**src/rtl/ivt_pkg.sv**
```systemverilog
package ivt_pkg;

  localparam int unsigned NCH   = 5;
  localparam int unsigned NGRP  = 2;
  localparam int unsigned SEL_W = 4;
  localparam int unsigned NIB   = 4;

  localparam int unsigned OFS_PSC  = 'h00;
  localparam int unsigned OFS_DSEL = 'h04;
  localparam int unsigned OFS_CTL  = 'h08;
  localparam int unsigned OFS_OBS4 = 'h40;
  localparam int unsigned OFS_INT  = 'h44;

  typedef struct packed {
    logic autorl;
    logic inv;
    logic manual;
    logic start;
  } ctl_t;

  function automatic int unsigned ofs_cntb(int unsigned n);
    return 'h0C + 12 * n;
  endfunction

  function automatic int unsigned ofs_cmpb(int unsigned n);
    return 'h10 + 12 * n;
  endfunction

  function automatic int unsigned ofs_obs(int unsigned n);
    return (n < NCH - 1) ? ('h14 + 12 * n) : OFS_OBS4;
  endfunction

  // nibble 1 is skipped: channel n>=1 sits in nibble n+1
  function automatic int unsigned ctl_lsb(int unsigned n);
    return (n == 0) ? 0 : NIB * (n + 1);
  endfunction

  function automatic int unsigned grp_of(int unsigned n);
    return (n < 2) ? 0 : 1;
  endfunction

endpackage

```
**src/rtl/ivt_prescale.sv**
```systemverilog
module ivt_prescale #(
  parameter int unsigned PS_W      = 8,
  parameter int unsigned MAX_SHIFT = 4
) (
  input  logic                 clk,
  input  logic                 rst_n,
  input  logic [PS_W-1:0]      div_val,
  output logic                 tick,
  output logic [MAX_SHIFT-1:0] phase
);

  logic [PS_W-1:0]      cnt_q;
  logic [PS_W-1:0]      cnt_n;
  logic [MAX_SHIFT-1:0] ph_n;

  always_comb begin
    tick  = (cnt_q >= div_val);
    cnt_n = tick ? '0 : cnt_q + 1'b1;
    ph_n  = tick ? phase + 1'b1 : phase;
  end

  always_ff @(posedge clk or negedge rst_n) begin
    if (!rst_n) begin
      cnt_q <= '0;
      phase <= '0;
    end else begin
      cnt_q <= cnt_n;
      phase <= ph_n;
    end
  end

  // after a tick the prescaler restarts from zero
  a_r4_restart: assert property (@(posedge clk) disable iff (!rst_n)
    tick |=> (cnt_q == '0));

endmodule

```
**src/rtl/ivt_channel.sv**
```systemverilog
module ivt_channel import ivt_pkg::*; #(
  parameter int unsigned CNT_W     = 32,
  parameter int unsigned MAX_SHIFT = 4,
  parameter int unsigned DIV_BASE  = 0
) (
  input  logic                 clk,
  input  logic                 rst_n,
  input  logic                 grp_tick,
  input  logic [MAX_SHIFT-1:0] grp_phase,
  input  logic [SEL_W-1:0]     sel,
  input  ctl_t                 ctl,
  input  logic [CNT_W-1:0]     cnt_buf,
  input  logic [CNT_W-1:0]     cmp_buf,
  output logic [CNT_W-1:0]     cnt_q,
  output logic                 expire,
  output logic                 flag
);

  localparam int unsigned SUM_W = SEL_W + 1;

  logic [SUM_W-1:0]     shift_raw;
  logic [MAX_SHIFT-1:0] mask;
  logic                 tick;
  logic                 run;
  logic                 ld_en;
  logic [CNT_W-1:0]     cnt_n;
  logic [CNT_W-1:0]     cmp_q;
  logic [CNT_W-1:0]     cmp_n;

  always_comb begin
    shift_raw = SUM_W'(sel) + SUM_W'(DIV_BASE);
    for (int i = 0; i < MAX_SHIFT; i++) begin
      mask[i] = (32'(i) < 32'(shift_raw));
    end
    tick   = grp_tick && ((grp_phase & mask) == mask);
    run    = ctl.start && !ctl.manual && tick;
    expire = run && (cnt_q == CNT_W'(1));
  end

  always_comb begin
    cnt_n = cnt_q;
    cmp_n = cmp_q;
    if (ctl.manual) begin
      cnt_n = cnt_buf;
      cmp_n = cmp_buf;
    end else if (run) begin
      if (cnt_q <= CNT_W'(1)) begin
        cnt_n = ctl.autorl ? cnt_buf : '0;
      end else begin
        cnt_n = cnt_q - 1'b1;
      end
    end
    ld_en = ctl.manual || run;
  end

  always_ff @(posedge clk or negedge rst_n) begin
    if (!rst_n) begin
      cnt_q <= '0;
      cmp_q <= '0;
    end else if (ld_en) begin
      cnt_q <= cnt_n;
      cmp_q <= cmp_n;
    end
  end

  assign flag = (cnt_q <= cmp_q) ^ ctl.inv;

  // manual update copies the count buffer into the counter
  a_r3_manual_loads: assert property (@(posedge clk) disable iff (!rst_n)
    ctl.manual |=> (cnt_q == $past(cnt_buf)));

  // a stopped channel holds its counter
  a_r8_stopped_holds: assert property (@(posedge clk) disable iff (!rst_n)
    (!ctl.start && !ctl.manual) |=> $stable(cnt_q));

  // a periodic expiry reloads from the count buffer
  a_r6_reload: assert property (@(posedge clk) disable iff (!rst_n)
    (expire && ctl.autorl) |=> (cnt_q == $past(cnt_buf)));

endmodule

```
**src/rtl/ivt_timer.sv**
```systemverilog
module ivt_timer import ivt_pkg::*; #(
  parameter int unsigned CNT_W     = 32,
  parameter int unsigned PS_W      = 8,
  parameter int unsigned MAX_SHIFT = 4,
  parameter int unsigned ADDR_W    = 8,
  parameter int unsigned DATA_W    = 32
) (
  input  logic              clk,
  input  logic              rst_n,
  input  logic              bus_wr,
  input  logic [ADDR_W-1:0] bus_addr,
  input  logic [DATA_W-1:0] bus_wdata,
  output logic [DATA_W-1:0] bus_rdata,
  output logic [NCH-1:0]    irq,
  output logic [NCH-1:0]    cmp_flag
);

  localparam int unsigned DIV_BASE = (CNT_W == 16) ? 1 : 0;
  localparam int unsigned PSC_W    = NGRP * PS_W;
  localparam int unsigned DSEL_W   = NCH * SEL_W;
  localparam int unsigned NCMP     = NCH - 1;

  function automatic logic addr_is(logic [ADDR_W-1:0] a, int unsigned ofs);
    return a == ADDR_W'(ofs);
  endfunction

  // reset: asserted asynchronously, released on the clock
  logic rst_meta;
  logic rst_n_i;

  always_ff @(posedge clk or negedge rst_n) begin
    if (!rst_n) begin
      rst_meta <= 1'b0;
      rst_n_i  <= 1'b0;
    end else begin
      rst_meta <= 1'b1;
      rst_n_i  <= rst_meta;
    end
  end

  // register file state
  logic [PSC_W-1:0]  psc_q,  psc_n;
  logic [DSEL_W-1:0] dsel_q, dsel_n;
  ctl_t              ctl_q  [NCH];
  ctl_t              ctl_n  [NCH];
  logic [CNT_W-1:0]  cntb_q [NCH];
  logic [CNT_W-1:0]  cntb_n [NCH];
  logic [CNT_W-1:0]  cmpb_q [NCMP];
  logic [CNT_W-1:0]  cmpb_n [NCMP];
  logic [NCH-1:0]    en_q, en_n, st_q, st_n, st_clr;

  logic [NCH-1:0]    expire;
  logic [CNT_W-1:0]  cnt_obs [NCH];
  logic              wr_ctl, wr_int;

  logic                 grp_tick  [NGRP];
  logic [MAX_SHIFT-1:0] grp_phase [NGRP];

  assign wr_ctl = bus_wr && addr_is(bus_addr, OFS_CTL);
  assign wr_int = bus_wr && addr_is(bus_addr, OFS_INT);

  // next state
  always_comb begin
    psc_n  = psc_q;
    dsel_n = dsel_q;
    if (bus_wr && addr_is(bus_addr, OFS_PSC))  psc_n  = bus_wdata[PSC_W-1:0];
    if (bus_wr && addr_is(bus_addr, OFS_DSEL)) dsel_n = bus_wdata[DSEL_W-1:0];

    for (int n = 0; n < NCH; n++) begin
      ctl_n[n] = ctl_q[n];
      if (wr_ctl) begin
        ctl_n[n] = ctl_t'(bus_wdata[ctl_lsb(n) +: NIB]);
      end else if (expire[n] && !ctl_q[n].autorl) begin
        ctl_n[n].start = 1'b0;
      end
      cntb_n[n] = cntb_q[n];
      if (bus_wr && addr_is(bus_addr, ofs_cntb(n))) cntb_n[n] = bus_wdata[CNT_W-1:0];
    end

    for (int n = 0; n < NCMP; n++) begin
      cmpb_n[n] = cmpb_q[n];
      if (bus_wr && addr_is(bus_addr, ofs_cmpb(n))) cmpb_n[n] = bus_wdata[CNT_W-1:0];
    end

    en_n   = wr_int ? bus_wdata[NCH-1:0] : en_q;
    st_clr = wr_int ? bus_wdata[2*NCH-1:NCH] : '0;
    st_n   = (st_q & ~st_clr) | expire;
  end

  // registers
  always_ff @(posedge clk or negedge rst_n_i) begin
    if (!rst_n_i) begin
      psc_q  <= '0;
      dsel_q <= '0;
      en_q   <= '0;
      st_q   <= '0;
      for (int n = 0; n < NCH; n++) begin
        ctl_q[n]  <= '0;
        cntb_q[n] <= '0;
      end
      for (int n = 0; n < NCMP; n++) begin
        cmpb_q[n] <= '0;
      end
    end else begin
      psc_q  <= psc_n;
      dsel_q <= dsel_n;
      en_q   <= en_n;
      st_q   <= st_n;
      for (int n = 0; n < NCH; n++) begin
        ctl_q[n]  <= ctl_n[n];
        cntb_q[n] <= cntb_n[n];
      end
      for (int n = 0; n < NCMP; n++) begin
        cmpb_q[n] <= cmpb_n[n];
      end
    end
  end

  // shared prescalers
  for (genvar g = 0; g < NGRP; g++) begin : g_psc
    ivt_prescale #(
      .PS_W      (PS_W),
      .MAX_SHIFT (MAX_SHIFT)
    ) u_psc (
      .clk     (clk),
      .rst_n   (rst_n_i),
      .div_val (psc_q[g*PS_W +: PS_W]),
      .tick    (grp_tick[g]),
      .phase   (grp_phase[g])
    );
  end

  // channels
  for (genvar n = 0; n < NCH; n++) begin : g_ch
    localparam int unsigned GRP = grp_of(n);
    logic [CNT_W-1:0] cmp_src;

    if (n < NCMP) begin : g_cmp
      assign cmp_src = cmpb_q[n];
    end else begin : g_nocmp
      assign cmp_src = '0;
    end

    ivt_channel #(
      .CNT_W     (CNT_W),
      .MAX_SHIFT (MAX_SHIFT),
      .DIV_BASE  (DIV_BASE)
    ) u_ch (
      .clk       (clk),
      .rst_n     (rst_n_i),
      .grp_tick  (grp_tick[GRP]),
      .grp_phase (grp_phase[GRP]),
      .sel       (dsel_q[n*SEL_W +: SEL_W]),
      .ctl       (ctl_q[n]),
      .cnt_buf   (cntb_q[n]),
      .cmp_buf   (cmp_src),
      .cnt_q     (cnt_obs[n]),
      .expire    (expire[n]),
      .flag      (cmp_flag[n])
    );

    // an expiry always leaves its pending bit set
    a_r10_expiry_sets: assert property (@(posedge clk) disable iff (!rst_n_i)
      expire[n] |=> st_q[n]);

    // write-1-clear without a competing expiry empties the bit
    a_r9_w1c: assert property (@(posedge clk) disable iff (!rst_n_i)
      (wr_int && bus_wdata[NCH+n] && !expire[n]) |=> !st_q[n]);

    // a one-shot expiry drops start
    a_r5_oneshot_stops: assert property (@(posedge clk) disable iff (!rst_n_i)
      (expire[n] && !ctl_q[n].autorl && !wr_ctl) |=> !ctl_q[n].start);
  end

  assign irq = st_q & en_q;

  // read mux
  always_comb begin
    bus_rdata = '0;
    if (addr_is(bus_addr, OFS_PSC))  bus_rdata[PSC_W-1:0]  = psc_q;
    if (addr_is(bus_addr, OFS_DSEL)) bus_rdata[DSEL_W-1:0] = dsel_q;
    if (addr_is(bus_addr, OFS_INT))  bus_rdata[2*NCH-1:0]  = {st_q, en_q};
    for (int n = 0; n < NCH; n++) begin
      if (addr_is(bus_addr, OFS_CTL))     bus_rdata[ctl_lsb(n) +: NIB] = ctl_q[n];
      if (addr_is(bus_addr, ofs_cntb(n))) bus_rdata[CNT_W-1:0] = cntb_q[n];
      if (addr_is(bus_addr, ofs_obs(n)))  bus_rdata[CNT_W-1:0] = cnt_obs[n];
    end
    for (int n = 0; n < NCMP; n++) begin
      if (addr_is(bus_addr, ofs_cmpb(n))) bus_rdata[CNT_W-1:0] = cmpb_q[n];
    end
  end

endmodule

```
**config.mk**
```make
export PLATFORM = sky130hd
export DESIGN_NAME = ivt_timer
export DESIGN_NICKNAME = d
export VERILOG_FILES = /design/src/rtl/ivt_pkg.sv /design/src/rtl/ivt_prescale.sv /design/src/rtl/ivt_channel.sv /design/src/rtl/ivt_timer.sv
export SDC_FILE = /design/constraint.sdc
export NUM_CORES = 2
export LEC_CHECK = 0
export BUFFER_PORTS_ARGS = -buffer_cell sky130_fd_sc_hd__buf_4
export CAP_MARGIN = 20
export CORE_MARGIN = 3
export CORE_UTILIZATION = 50
export DETAILED_ROUTE_END_ITERATION = 8
export PLACE_DENSITY = 0.68
export SETUP_SLACK_MARGIN = 0.5
export SLEW_MARGIN = 20
export SYNTH_ARGS = -nofsm -noshare
export SYNTH_HDL_FRONTEND = slang
export SYNTH_HIERARCHICAL = 1
export SYNTH_SLANG_ARGS = --single-unit
```
**constraint.sdc**
```tcl
create_clock -name clk -period 19.7 [get_ports clk]
set_input_delay 0.985 -clock clk [delete_from_list [all_inputs] [get_ports clk]]
set_output_delay 0.985 -clock clk [all_outputs]
set_load 0.005 [all_outputs]
```
Word level (Yosys, flattened, before mapping)
Cells that the tools add are included.

Bits in registers: 668. Input port bits: 43. Output and inout port bits: 42. Word-level logic and storage cells: 258.

Add/sub/neg operators: 9. $lt $le $gt $ge: 32. Equal/unequal tests: 27. Multiplexer cells: 55. Bitwise gates (word level): 14. Reduce and logical (&&, ||, !) cells: 73.

Operator list (count): 2-to-1 mux 32 bit (34); <= comparator 32 x 1 -> 1 bit, second input constant (6); equality test 32 x 1 -> 1 bit, second input constant (5); subtractor 32 x 1 -> 32 bit, second input constant (5); <= comparator 32 bit (4); equality test 8 x 6 -> 1 bit, second input constant (8); < comparator 1 x 4 -> 1 bit, first input constant (10); < comparator 2 x 4 -> 1 bit, first input constant (10); logical AND 1 bit (38); equality test 8 x 5 -> 1 bit, second input constant (4); bitwise AND 4 bit (5); equality test 4 bit (5); 2-to-1 mux 20 bit (1); 2-to-1 mux 4 bit (5); nonzero test 2 bit (10); AND reduction 2 bit (9); adder 8 x 1 -> 8 bit, second input constant (2); equality test 8 x 4 -> 1 bit, second input constant (2); equality test 8 x 7 -> 1 bit, second input constant (2); greater-or-equal comparator 8 bit (2); 2-to-1 mux 16 bit (1); 2-to-1 mux 8 bit (2); bitwise AND 5 bit (2); zero test 1 bit (10); 10 further kinds (28).

Longest topological paths before layout
Depth in word-level cells: 23. Gate-level depth with buffers: 14. Mapped depth without buffers: 13.

Cells and area by module
The synthesis kept the hierarchy.

By module, submodules not included: ivt_timer (times used 1, cells each 1722, area each 19017.0 um2, sequential area each 8908.5 um2); ivt_channel (g_ch[0].u_ch ...) (times used 4, cells each 469, area each 4015.1 um2, sequential area each 1601.5 um2); ivt_channel (g_ch[1].u_ch) (times used 1, cells each 480, area each 4119.0 um2, sequential area each 1601.5 um2); ivt_prescale (times used 2, cells each 83, area each 840.8 um2, sequential area each 300.3 um2).

Worst setup path before layout
OpenSTA, ideal clock, no wires.

Kind: input -> output. Start point: input port bus_addr[6]. End point: output port bus_rdata[6]. Arrival: 2658 ps. Data required time: 18715 ps. Setup slack: 16057 ps. Cell stages on the path: 8. Buffers on the path: 3. Cell sequence: buf_6 > or4b_1 > buf_2 > buf_6 > nor3_4 > a221oi_1 > a2111oi_0 > o21ai_1.

Word-level cells in the longest chain between the ends: 18. Elaborated cells between the ends (all ways): 34. Classes of those cells: eq/ne: 16; mux: 17; reduce/logical: 1.

Ends and longest elaborated chain: from (decl) (line ivt_timer.sv:11) `input logic [ADDR_W-1:0] bus_addr,`; zero test 8 bit (line ivt_timer.sv:24) `return a == ADDR_W'(ofs);`; 2-to-1 mux 16 bit (line ivt_timer.sv:180) `if (addr_is(bus_addr, OFS_PSC)) bus_rdata[PSC_W-1:0] = psc_q;`; 2-to-1 mux 20 bit (line ivt_timer.sv:181) `if (addr_is(bus_addr, OFS_DSEL)) bus_rdata[DSEL_W-1:0] = dsel_q;`; 2-to-1 mux 10 bit (line ivt_timer.sv:182) `if (addr_is(bus_addr, OFS_INT)) bus_rdata[2*NCH-1:0] = {st_q, en_q};`; 2-to-1 mux 32 bit (line ivt_timer.sv:185) `if (addr_is(bus_addr, ofs_cntb(n))) bus_rdata[CNT_W-1:0] = cntb_q[n];`; 2-to-1 mux 32 bit (line ivt_timer.sv:186) `if (addr_is(bus_addr, ofs_obs(n))) bus_rdata[CNT_W-1:0] = cnt_obs[n];`; 2-to-1 mux 32 bit (line ivt_timer.sv:185); 2-to-1 mux 32 bit (line ivt_timer.sv:186); 2-to-1 mux 32 bit (line ivt_timer.sv:185); 2-to-1 mux 32 bit (line ivt_timer.sv:186); 2-to-1 mux 32 bit (line ivt_timer.sv:185); 2-to-1 mux 32 bit (line ivt_timer.sv:186); 2-to-1 mux 32 bit (line ivt_timer.sv:185); 2-to-1 mux 32 bit (line ivt_timer.sv:186); 2-to-1 mux 32 bit (3 in a row) (line ivt_timer.sv:189) `if (addr_is(bus_addr, ofs_cmpb(n))) bus_rdata[CNT_W-1:0] = cmpb_q[n];`; 2-to-1 mux 32 bit * (line ivt_timer.sv:189); to (decl) (line ivt_timer.sv:13) `output logic [DATA_W-1:0] bus_rdata,`.

Every way passes the cells marked *; elsewhere a longest branch is shown, timed or not.

Final worst setup path
Start point: input port bus_addr[3]. End point: output port bus_rdata[4].

The elaborated chain is that of the path after synthesis.

==> impl_results.md <==
- CP required: 18.72 ns
- # IOs: 85
- Hold crit path type: input pin to asynchronous set/reset pin
- CTS Buf Count: 78
- Post-Synthesis Cells: 4244
- Initial antenna violation count: 19
- Worst-margin pin slew: 1.24 ns
- HPWL after DPL: 141000 um
- GRT overflow: 0
- Total Die Area: 85200 um2
- Delay-heaviest family, CP: simple AND/OR/NAND/NOR gates
- Synth Flop Type: dfrtp_1
- Buf+Inv Stages, Crit Path: 4
- Via Count: 38300
- Setup violators final: 0
- Dpl cell area: 42300 um2
- Top cell type's share of synthesized area: 42.9%
- Worst r2r dst: ctl_q[16]
- Worst R2R Path Depth: 10
- Flops & latches, synth: 700
- Cts hold-fix bufs: 0
- Vias in the first global route: 35100
- Largest net degree at the start of global routing: 183
- Commonest non-fill, non-tap cell in the layout: dfrtp_1
- Layout cells sized above 1: 17.2%
- Clock Skew: 0.0345 ns
- Final worst slack: 13.75 ns
- Post-route cell area: 44900 um2
- Lkg Pwr: 0.0198 uW
- Syn Std Cell Area: 40900 um2
- R2R setup slack: 15.07 ns
- Yosys warning total: 6
- Crit path launch type: input pin
- Clock transition at the registers of the reported paths: 0.06 ns
- Tmin final: 5.95 ns
- Core ar.: 80800 um2
- First-pass GRT wire length: 268000 um
- Final WL: 191000 um
- Layout fillers: 7242
- Critical path class: input pin to output pin
- Placer Congestion: 1.09
- Width of the die: 292 um
- Slowest cell on crit path: buf_4
- Layout area overhead: 9.92%
- Sequential share of the synthesized area: 42.9%
- MaxCap Viol Count: 0
- Syn_area_per_cell: 9.63 um2
- Synth cell types: 102
- Post-CTS setup buffers: 0
- Critical Path End Type: output pin
- Power per Cell Area: 107 nW/um2
- Worst path cell trace: buf_4 > buf_4 > nor4b_4 > buf_4 > nand2_1 > o22ai_1 > nor4_1 > or4_1 > buf_4
- CTS H-Tree Depth: 3
- Sum Neg Setup Slack: 0 ns
- Synth area leaders: dfrtp_1 (43%), mux2_2 (10%), ha_1 (5.8%)
- CTS tree: built
- Port bufs: 84
- Clock root buffer: clkbuf_16
- Max rail drop VDD: 0.0774 mV
- Routed WL per cell: 35.5 um
- Initial Util: 50.6%
- FFs w/ async S/R, synth: 100%
- CP most frequent cell: buf_4
- Status: complete, no violations
- Number of flops mapped to enable cells by yosys: 0
- Final ANT Viol Nets: 0
- Yosys top cell by area: dfrtp_1
- RSZ-0062 raised after global routing: false
- Largest fanout on the critical path: 61
- CTS Buffer Depth: 3
- Slew Limit Fails: 0
- Critical Path Max Stage Delay: 0.73 ns
- Highest-count cells in the layout ignoring fill and taps: dfrtp_1 (694), nand2_1 (455), mux2_2 (362)
- DRC: 0
- Worst slack, placed: 13.95 ns
- Worst hold slack: 0.105 ns
- Row count: 104
- Worst-Skew Late Latency: 0.66 ns
- Die H: 292 um
- Sink Count: 700
- Final Cycle Share: 30.2%
- Final nets: 4474
- WP data arrival: 4.97 ns
- DR iter-0 viols: 6938
- Peak Freq: 0.168 GHz
- DRT Pass-1 Iters: 9
- Gr usage total: 43.9%
- Post-CTS Resized: 0
- Slew HR: 17.0%
- Reg-to-reg startpoint: psc_q[4]
- Hold Fails Final Rpt: 0
- Via density: 7.12
-- layer usage --
layer / vias to the layer above / global-route usage [%] / share of wire (%)
li1: 15700 / - / -
met1: 19000 / 61.1 / 39
met2: 2868 / 60.3 / 40
met3: 603 / 13.0 / 13
met4: 10 / 26.4 / 7.3
met5: - / 0 / 0.038
-- layout make-up --
type	instances	area (um2)	area share, %
inverter	209	785	1.75
sequential	700	17500	39.0
multi-input combinational	3101	21500	47.8
antenna	9	22.5	0.0501
clock inverter	34	348	0.774
clock buffer	111	2280	5.07
timing repair buffer	151	1150	2.57
tap	1060	1330	2.95
-- where the power goes --
| group | switching [uW] | total, uW | internal [uW] | leakage, uW |
|---|---|---|---|---|
| Clock | 652 | 1510 | 856 | 0.00129 |
| Combinational | 785 | 1260 | 477 | 0.00932 |
| Sequential | 361 | 2040 | 1680 | 0.00920 |
-- worst max path at each step --
stage | endpoint | cells past startpoint | slack (ns) | from
finish | bus_rdata[4] | 9 | 13.75 | bus_addr[3]
global route | bus_rdata[4] | 9 | 13.76 | bus_addr[3]
CTS | bus_rdata[6] | 10 | 13.98 | bus_addr[3]
detailed placement | bus_rdata[6] | 10 | 13.95 | bus_addr[3]
global placement | bus_rdata[6] | 10 | 14.04 | bus_addr[3]
floorplan | cntb_q[0] | 0 | 8.33 | rst_n_i
-- kinds of logic after synthesis --
group	Yosys count	share of synthesized area (%)
compound gates	1166	18.8
xor+xnor	22	0.471
fa+ha+maj	190	5.82
buf+inv	474	4.96
flops	700	42.9
mux	391	10.7
other cells	2	0.0184
simple gates	1299	16.4
-- through the flow --
| stage | instances | total power [uW] | utilization [%] |
|---|---|---|---|
| floorplan | 4275 | 2750 | - |
| global placement | 5220 | 3220 | 52.3 |
| detailed placement | 5220 | 3260 | 52.3 |
| CTS | 5365 | 4770 | 55.5 |
| global route | 5366 | 5030 | 55.6 |
| finish | 5375 | 4810 | 55.6 |
-- cells in the mapped netlist (14+ instances only) --
master / number
nor3_1: 101
o22ai_1: 47
dfrtp_1: 700
mux2i_1: 26
buf_1: 15
nor2b_1: 39
and2_1: 17
a31oi_1: 22
a22o_1: 16
buf_4: 14
mux2_2: 362
a21oi_1: 245
o221ai_1: 19
a211oi_1: 16
inv_1: 205
o311ai_0: 33
and3_1: 24
buf_2: 96
o21ai_0: 351
nor4_1: 60
or4_1: 23
nand2_1: 455
o31ai_1: 25
a22oi_1: 54
clkbuf_1: 129
ha_1: 190
a32oi_1: 22
nor2_1: 204
o211ai_1: 96
or3_1: 47
nand2b_1: 25
a21o_1: 22
a2111oi_0: 14
a221o_1: 30
a221oi_1: 25
nand4_1: 58
nand3_1: 136
-- registers in the layout, summed over array words and instances, names as in the netlist, 8 cells and up --
register and count:
g_ch.u_ch/cnt_q 160, g_psc.u_psc/phase 8, psc_q 16, cntb_q 160
dsel_q 20, g_psc.u_psc/cnt_q 16, ctl_q 20, g_ch.u_ch/cmp_q 160
g_ch.cmp_src 128
(Power assumes the default switching activity.)
